==> src/rtl/chg_seq_pkg.sv <==
// Shared state type and output code values for the charge sequence controller.
// Assumes two-bit codes suffice for the voltage and current selections.
package chg_seq_pkg;

    typedef enum logic [2:0] {
        ST_IDLE,
        ST_DC_PRE,
        ST_DC_TRK,
        ST_DC_RAISE,
        ST_DC_FAST,
        ST_USB,
        ST_DONE,
        ST_FAULT
    } chg_state_t;

    localparam logic [1:0] VT_NONE  = 2'd0;
    localparam logic [1:0] VT_CLAMP = 2'd1;
    localparam logic [1:0] VT_FULL  = 2'd2;

    localparam logic [1:0] CUR_OFF  = 2'd0;
    localparam logic [1:0] CUR_USB  = 2'd1;
    localparam logic [1:0] CUR_FULL = 2'd2;

endpackage

==> src/rtl/chg_thresh.sv <==
// Voltage comparator bank: turns the battery reading into the decision flags
// used by the sequencer. Assumes thresholds are given in the same millivolt
// units as the reading and that they fit in VW bits.
module chg_thresh #(
    parameter int VW        = 13,
    parameter int TRK_MV    = 3400,
    parameter int SW_MV     = 3200,
    parameter int DONE_MV   = 4150,
    parameter int USBSTP_MV = 4050,
    parameter int OVP_MV    = 4200
) (
    input  logic [VW-1:0] batt_mv,
    output logic          lt_trk,
    output logic          gt_sw,
    output logic          gt_done,
    output logic          ge_usbstop,
    output logic          gt_max
);

    localparam logic [VW-1:0] TRK_L  = VW'(TRK_MV);
    localparam logic [VW-1:0] SW_L   = VW'(SW_MV);
    localparam logic [VW-1:0] DONE_L = VW'(DONE_MV);
    localparam logic [VW-1:0] USB_L  = VW'(USBSTP_MV);
    localparam logic [VW-1:0] OVP_L  = VW'(OVP_MV);

    // Compare the reading against each fixed threshold.
    always_comb begin
        lt_trk     = batt_mv <  TRK_L;
        gt_sw      = batt_mv >  SW_L;
        gt_done    = batt_mv >  DONE_L;
        ge_usbstop = batt_mv >= USB_L;
        gt_max     = batt_mv >  OVP_L;
    end

endmodule

==> src/rtl/chg_usb_timer.sv <==
// USB charge timeout: counts tick pulses while run is high and clears
// whenever run is low. Assumes tick is one cycle wide and LIMIT >= 1.
module chg_usb_timer #(
    parameter int LIMIT = 5400
) (
    input  logic clk,
    input  logic rst_n,
    input  logic run,
    input  logic tick,
    output logic expired
);

    localparam int CW = $clog2(LIMIT + 1);
    localparam logic [CW-1:0] LIM_C = CW'(LIMIT);

    logic [CW-1:0] cnt;

    // Count ticks up to the limit while running, otherwise restart at zero.
    always_ff @(posedge clk) begin
        if (!rst_n || !run)
            cnt <= '0;
        else if (tick && cnt != LIM_C)
            cnt <= cnt + 1'b1;
    end

    // Flag the limit once it has been reached.
    always_comb expired = (cnt == LIM_C);

    AST_CNT_BOUND: assert property (@(posedge clk) disable iff (!rst_n)
        cnt <= LIM_C);

    AST_CNT_CLEAR: assert property (@(posedge clk) disable iff (!rst_n)
        !run |=> cnt == '0);

endmodule

==> src/rtl/chg_seq_fsm.sv <==
// Charge sequencer: walks dedicated and USB charging flows, applies the
// overvoltage and removal overrides, and decodes the output settings.
// Assumes threshold flags and the timer flag are valid in the same cycle.
module chg_seq_fsm
    import chg_seq_pkg::*;
(
    input  logic       clk,
    input  logic       rst_n,
    input  logic       chg_present,
    input  logic       chg_is_usb,
    input  logic       mode_evt,
    input  logic       lt_trk,
    input  logic       gt_sw,
    input  logic       gt_done,
    input  logic       ge_usbstop,
    input  logic       gt_max,
    input  logic       tmr_expired,
    output chg_state_t state,
    output logic       cpu_start,
    output logic [1:0] vtarget_sel,
    output logic [1:0] main_sel,
    output logic       trickle_on,
    output logic       batt_sw_closed,
    output logic       chg_done
);

    chg_state_t nxt;

    // Pick the next state: removal first, then overvoltage, then the flow.
    always_comb begin
        nxt = state;
        if (!chg_present)
            nxt = ST_IDLE;
        else if (gt_max && state != ST_DONE)
            nxt = ST_FAULT;
        else begin
            case (state)
                ST_IDLE:     nxt = chg_is_usb ? ST_USB : ST_DC_PRE;
                ST_DC_PRE:   nxt = lt_trk ? ST_DC_TRK : ST_DC_RAISE;
                ST_DC_TRK:   if (!lt_trk) nxt = ST_DC_RAISE;
                ST_DC_RAISE: if (gt_sw) nxt = ST_DC_FAST;
                ST_DC_FAST:  if (mode_evt && gt_done) nxt = ST_DONE;
                ST_USB:      if (tmr_expired || ge_usbstop) nxt = ST_DONE;
                default:     nxt = state;
            endcase
        end
    end

    // Hold the sequence state.
    always_ff @(posedge clk) begin
        if (!rst_n) state <= ST_IDLE;
        else        state <= nxt;
    end

    // Sticky processor start request, dropped only on removal.
    always_ff @(posedge clk) begin
        if (!rst_n || !chg_present)
            cpu_start <= 1'b0;
        else if ((state == ST_IDLE && !chg_is_usb && !gt_max) ||
                 (state == ST_USB && !lt_trk))
            cpu_start <= 1'b1;
    end

    // Decode the regulator settings from the current state.
    always_comb begin
        vtarget_sel    = VT_NONE;
        main_sel       = CUR_OFF;
        trickle_on     = 1'b0;
        batt_sw_closed = 1'b0;
        chg_done       = 1'b0;
        case (state)
            ST_DC_PRE:   begin vtarget_sel = VT_CLAMP; main_sel = CUR_FULL; end
            ST_DC_TRK:   begin vtarget_sel = VT_CLAMP; trickle_on = 1'b1; end
            ST_DC_RAISE: begin vtarget_sel = VT_FULL;  trickle_on = 1'b1; end
            ST_DC_FAST:  begin vtarget_sel = VT_FULL;  main_sel = CUR_FULL;
                               batt_sw_closed = 1'b1; end
            ST_USB:      begin vtarget_sel = VT_CLAMP; main_sel = CUR_USB; end
            ST_DONE:     chg_done = 1'b1;
            default:     ;
        endcase
    end

    AST_REMOVE_IDLE: assert property (@(posedge clk) disable iff (!rst_n)
        !chg_present |=> (state == ST_IDLE && !cpu_start));

    AST_LOW_EVT_HOLD: assert property (@(posedge clk) disable iff (!rst_n)
        (state == ST_DC_FAST && chg_present && mode_evt && !gt_done && !gt_max)
        |=> state == ST_DC_FAST);

    AST_USB_NO_WAKE: assert property (@(posedge clk) disable iff (!rst_n)
        (state == ST_USB && chg_present && lt_trk && !cpu_start) |=> !cpu_start);

    AST_FAULT_STAY: assert property (@(posedge clk) disable iff (!rst_n)
        (state == ST_FAULT && chg_present) |=> state == ST_FAULT);

endmodule

==> src/rtl/chg_seq_ctrl.sv <==
// Top of the battery charge sequence controller: joins the comparator bank,
// the USB timeout counter and the sequencer. Assumes batt_mv is a settled
// synchronous sample and that mode_evt and tick are single-cycle pulses.
module chg_seq_ctrl
    import chg_seq_pkg::*;
#(
    parameter int VW            = 13,
    parameter int TRK_MV        = 3400,
    parameter int SW_MV         = 3200,
    parameter int DONE_MV       = 4150,
    parameter int USBSTP_MV     = 4050,
    parameter int OVP_MV        = 4200,
    parameter int TIMEOUT_TICKS = 5400
) (
    input  logic          clk,
    input  logic          rst_n,
    input  logic          chg_present,
    input  logic          chg_is_usb,
    input  logic [VW-1:0] batt_mv,
    input  logic          mode_evt,
    input  logic          tick,
    output logic [1:0]    vtarget_sel,
    output logic [1:0]    main_sel,
    output logic          trickle_on,
    output logic          batt_sw_closed,
    output logic          cpu_start,
    output logic          chg_done
);

    logic       lt_trk, gt_sw, gt_done, ge_usbstop, gt_max, tmr_expired;
    chg_state_t state;
    logic       usb_run;

    chg_thresh #(
        .VW(VW), .TRK_MV(TRK_MV), .SW_MV(SW_MV), .DONE_MV(DONE_MV),
        .USBSTP_MV(USBSTP_MV), .OVP_MV(OVP_MV)
    ) u_thresh (
        .batt_mv(batt_mv), .lt_trk(lt_trk), .gt_sw(gt_sw), .gt_done(gt_done),
        .ge_usbstop(ge_usbstop), .gt_max(gt_max)
    );

    // Run the timeout only while in the USB charging state.
    always_comb usb_run = (state == ST_USB);

    chg_usb_timer #(.LIMIT(TIMEOUT_TICKS)) u_timer (
        .clk(clk), .rst_n(rst_n), .run(usb_run), .tick(tick),
        .expired(tmr_expired)
    );

    chg_seq_fsm u_fsm (
        .clk(clk), .rst_n(rst_n), .chg_present(chg_present),
        .chg_is_usb(chg_is_usb), .mode_evt(mode_evt), .lt_trk(lt_trk),
        .gt_sw(gt_sw), .gt_done(gt_done), .ge_usbstop(ge_usbstop),
        .gt_max(gt_max), .tmr_expired(tmr_expired), .state(state),
        .cpu_start(cpu_start), .vtarget_sel(vtarget_sel), .main_sel(main_sel),
        .trickle_on(trickle_on), .batt_sw_closed(batt_sw_closed),
        .chg_done(chg_done)
    );

    AST_OVP_OFF: assert property (@(posedge clk) disable iff (!rst_n)
        (chg_present && gt_max) |=> (main_sel == CUR_OFF && !trickle_on));

    AST_SW_CLOSE: assert property (@(posedge clk) disable iff (!rst_n)
        $rose(batt_sw_closed) |-> $past(batt_mv) > VW'(SW_MV));

endmodule

==> config.mk <==
export PLATFORM = sky130hd
export DESIGN_NAME = chg_seq_ctrl
export DESIGN_NICKNAME = d
export VERILOG_FILES = /design/src/rtl/chg_seq_pkg.sv /design/src/rtl/chg_thresh.sv /design/src/rtl/chg_usb_timer.sv /design/src/rtl/chg_seq_fsm.sv /design/src/rtl/chg_seq_ctrl.sv
export SDC_FILE = /design/constraint.sdc
export NUM_CORES = 1
export LEC_CHECK = 0
export BUFFER_PORTS_ARGS = -buffer_cell sky130_fd_sc_hd__buf_4
export CAP_MARGIN = 20
export CORE_MARGIN = 1
export CORE_UTILIZATION = 56
export CTS_CLUSTER_DIAMETER = 200
export CTS_CLUSTER_SIZE = 12
export DETAILED_ROUTE_END_ITERATION = 16
export PLACE_DENSITY = 0.83
export SYNTH_ARGS = -nofsm -noshare
export SYNTH_HDL_FRONTEND = slang
export SYNTH_SLANG_ARGS = --single-unit
==> constraint.sdc <==
create_clock -name clk -period 5.2 [get_ports clk]
set_clock_uncertainty 0.15 [all_clocks]
set_input_delay 0.52 -clock clk [delete_from_list [all_inputs] [get_ports clk]]
set_output_delay 0.52 -clock clk [all_outputs]
set_load 0.01 [all_outputs]
==> impl_results.rst <==
.. list-table::
   :header-rows: 1

   * - Metric
     - Value
   * - Reg2reg end
     - u_fsm.state[0]
   * - I/O pin count
     - 27
   * - Proportion of layout cells with a drive suffix above 1
     - 19.2%
   * - Leftover overflow at the end of global routing
     - 0
   * - Measured slew at the worst slew-check pin
     - 507 ps
   * - Portion of total power attributed to the clock network
     - 27.1%
   * - Clock transition at path regs
     - around 110 ps
   * - Number of register bits inferred by synthesis
     - 17
   * - Unrepaired setup endpoints after global routing
     - no
   * - Number of setup buffers added after CTS
     - 0
   * - Yosys warns
     - 0
   * - Fillcell total
     - 157
   * - Diodes inserted
     - 0
   * - HPWL after detailed placement
     - about 2000 um
   * - Post-Synthesis Net Count
     - 173
   * - Total routing resource utilization after global routing
     - 26.1%
   * - Commonest cells after routing, fill and taps aside
     - 26 x buf_4, 23 x nor2_1, 17 x dfxtp_1
   * - Depth of the worst register-to-register path
     - 6
   * - Largest fanout of any net on the critical path
     - 4
   * - Hold-critical path endpoint
     - u_fsm.state[0]
   * - Summed negative setup slack over all endpoints
     - 0 ps
   * - Count of mapped cells out of synthesis
     - 152
   * - Routed via count divided by cell count
     - approximately 5.8
   * - Highest-delay cell along the critical path
     - or4_4
   * - Internal power component
     - 0.193 mW
   * - Number of gates resized after CTS
     - 0
   * - Power dissipated by switching net loads
     - 0.0825 mW
   * - Worst Hold Class
     - input pin to register
   * - Crit path cell chain
     - or4_4 > nor4_4 > nor4b_1 > a211o_1 > or4_1 > o2111a_1
   * - Setup violation total in the final timing report
     - 0
   * - Endpoint kind of the worst setup timing path
     - register
   * - Mean instance size in the synthesized netlist
     - 7.49 um^2
   * - Std-Cell Rows
     - 15
   * - Type of the worst setup path
     - register to register
   * - Worst hold path depth
     - 2
   * - Initial antenna violation count
     - 0
   * - Number of buffers added to fix hold violations after cts
     - 0
   * - Worst Path Arrival
     - 2440 ps
   * - Clk sinks
     - 17
   * - Worst min-delay path startpoint
     - chg_present
   * - Share of synthesized area occupied by flip-flops and latches
     - approximately 30%
   * - Run status
     - finished clean
   * - Number of CTS-inserted buffers
     - 3
   * - Die boundary height
     - about 47 um
   * - Bufs on Longest Clock Path
     - 2
   * - Upper clock frequency limit
     - 419 MHz
   * - Crit path buffers/inverters
     - 0
   * - Via count of the first global-routing pass
     - 956
   * - Worst r2r src
     - u_timer.cnt[2]
   * - Register-to-Register Setup Slack
     - 2810 ps
   * - Setup Slack @ Placement
     - between 2000 and 3000 ps
   * - Sequential group share of total power
     - 50.8%
   * - Count of TritonRoute iterations in the first routing pass
     - 4
   * - Final worst slack
     - between 2000 and 3000 ps
   * - First-iteration detailed-routing DRC count
     - 47
   * - Root Buffer Master
     - clkbuf_4
   * - Cell area after synthesis
     - approximately 0.0011 mm^2
   * - Reported leakage power
     - 0.537 nW
   * - Most frequent standard cell in the layout excluding fill and tap cells
     - buf_4
   * - Wire length of the first global-routing pass
     - 4010 um
   * - Total detailed-routing wirelength
     - 2660 um
   * - Post-synth cell types
     - 39
   * - Core Region
     - ~0.0018 mm^2
   * - Final-stage net count
     - 199
   * - # port buffers
     - 26
   * - Number of vias in the routed layout
     - roughly 1200
   * - Layout area overhead
     - 20.9%
   * - Post-route minimum period
     - 2390 ps
   * - Normalized max-slew margin
     - ~66%
   * - CTS tree
     - done
   * - Number of antenna-violating nets in the routed design
     - 0
   * - Die W
     - 47.1 um
   * - Switching power as a share of total power
     - 30.0%
   * - Total power density per cell area
     - between 200 and 250 mW/mm^2
   * - Count of unresolved DRC violations after routing
     - 0
   * - Final Max Tran Viols
     - 0
   * - Worst-Skew Late Latency
     - 300 ps
   * - Deepest level of the CTS H-tree
     - 1
   * - Required time at the endpoint of the critical path
     - 5260 ps
   * - Tcrit/Tclk final
     - 45.9%
   * - Worst IR drop on VDD
     - 0.194 mV
   * - Combinational share of power
     - 22.1%
   * - CP delay by family, top
     - simple AND/OR/NAND/NOR gates
   * - Final RePlAce weighted congestion
     - 0.944
   * - Number of maximum-capacitance violations
     - 0
   * - Die ar.
     - 0.00222 mm^2
   * - Delay contributed by the slowest stage of the critical path
     - 550 ps
   * - Effective utilization at floorplan
     - roughly 63%
   * - Pin count of the biggest net entering global routing
     - 18
   * - Routed len/inst
     - 13.2 um
   * - Number of hold-slack violations in the final timing report
     - 0
   * - Final design utilization
     - around 76%
   * - Hold slack
     - 331 ps
   * - Kind of start point of the critical path
     - register
-- registers in the layout, summed over array words and instances, names as in the netlist --
register and flops:
u_timer.cnt 13, u_fsm.state 3, u_fsm.cpu_start 1
-- metal layers --
metal	global-route usage [%]	part of all wire, %
met2	40.8	45
met3	6.92	6.1
met4	5.14	0.34
met5	0	0
met1	36.3	48
-- cells in the mapped netlist (all sizes together) --
master	count	area, um^2
ha	2	25.0
o21ai	4	20.0
o221ai	1	8.76
o2111ai	1	8.76
nor2b	2	12.5
nor3	6	30.0
xnor2	6	52.6
dfxtp	17	340
mux2i	2	20.0
or4	4	33.8
nand3	5	25.0
o311ai	1	8.76
o2111a	1	11.3
nor4	3	33.8
a211oi	3	22.5
nand2	16	60.1
a211o	1	8.76
nand4b	2	17.5
or2	2	12.5
a31o	1	8.76
nor4b	1	8.76
nand2b	7	43.8
o211ai	1	7.51
or3	2	12.5
and3	3	18.8
o31ai	1	7.51
xor2	6	52.6
and4	1	8.76
inv	7	26.3
a21oi	8	40.0
nor2	23	86.3
and2	2	12.5
o21bai	2	15.0
clkbuf	5	18.8
nand4	3	18.8
-- layout make-up --
| type | count | area [um^2] | share of cell area [%] |
|---|---|---|---|
| clock buffers | 3 | 22.5 | 1.64 |
| clock inverters | 1 | 7.51 | 0.545 |
| inverters | 7 | 26.3 | 1.91 |
| multi-input cells | 123 | 753 | 54.7 |
| flip-flops and latches | 17 | 340 | 24.7 |
| well taps | 25 | 31.3 | 2.27 |
| repair buffers | 26 | 195 | 14.2 |
-- how the worst max path moves through the flow --
stage | start | end | cells after the start
6_report | u_timer.cnt[2] | u_fsm.state[0] | 6
5_1_grt | u_fsm.state[0] | main_sel[0] | 3
4_1_cts | u_timer.cnt[2] | u_fsm.state[0] | 6
3_5_place_dp | batt_mv[9] | u_fsm.state[0] | 7
3_3_place_gp | batt_mv[9] | u_fsm.state[0] | 7
2_1_floorplan | batt_mv[9] | u_fsm.state[0] | 6
-- stage by stage --
stage	instance area [um^2]	total power, mW	std cells
final	1380	0.275	202
after CTS	1380	0.277	202
after global placement	1350	0.200	198
after floorplan	1140	0.173	152
after global routing	1380	0.287	202
after detailed placement	1350	0.202	198
-- power groups by stage --
stage	combinational, mW	sequential (mW)	clock [mW]
after global routing	0.0657	0.141	0.0809
after detailed placement	0.0598	0.143	0
final	0.0607	0.140	0.0747
after floorplan	0.0358	0.137	0
after global placement	0.0573	0.143	0
after CTS	0.0600	0.140	0.0770
-- kinds of logic after synthesis --
kind of cell	synth area share, %
and+or+nand+nor	38.2
muxes	1.76
buffers and inverters	3.96
AOI/OAI and AO/OA	14.7
xor gates and xnor gates	9.23
DFF	29.9
adders and majority gates	2.20
No activity file was read; power rests on OpenSTA's default activity.
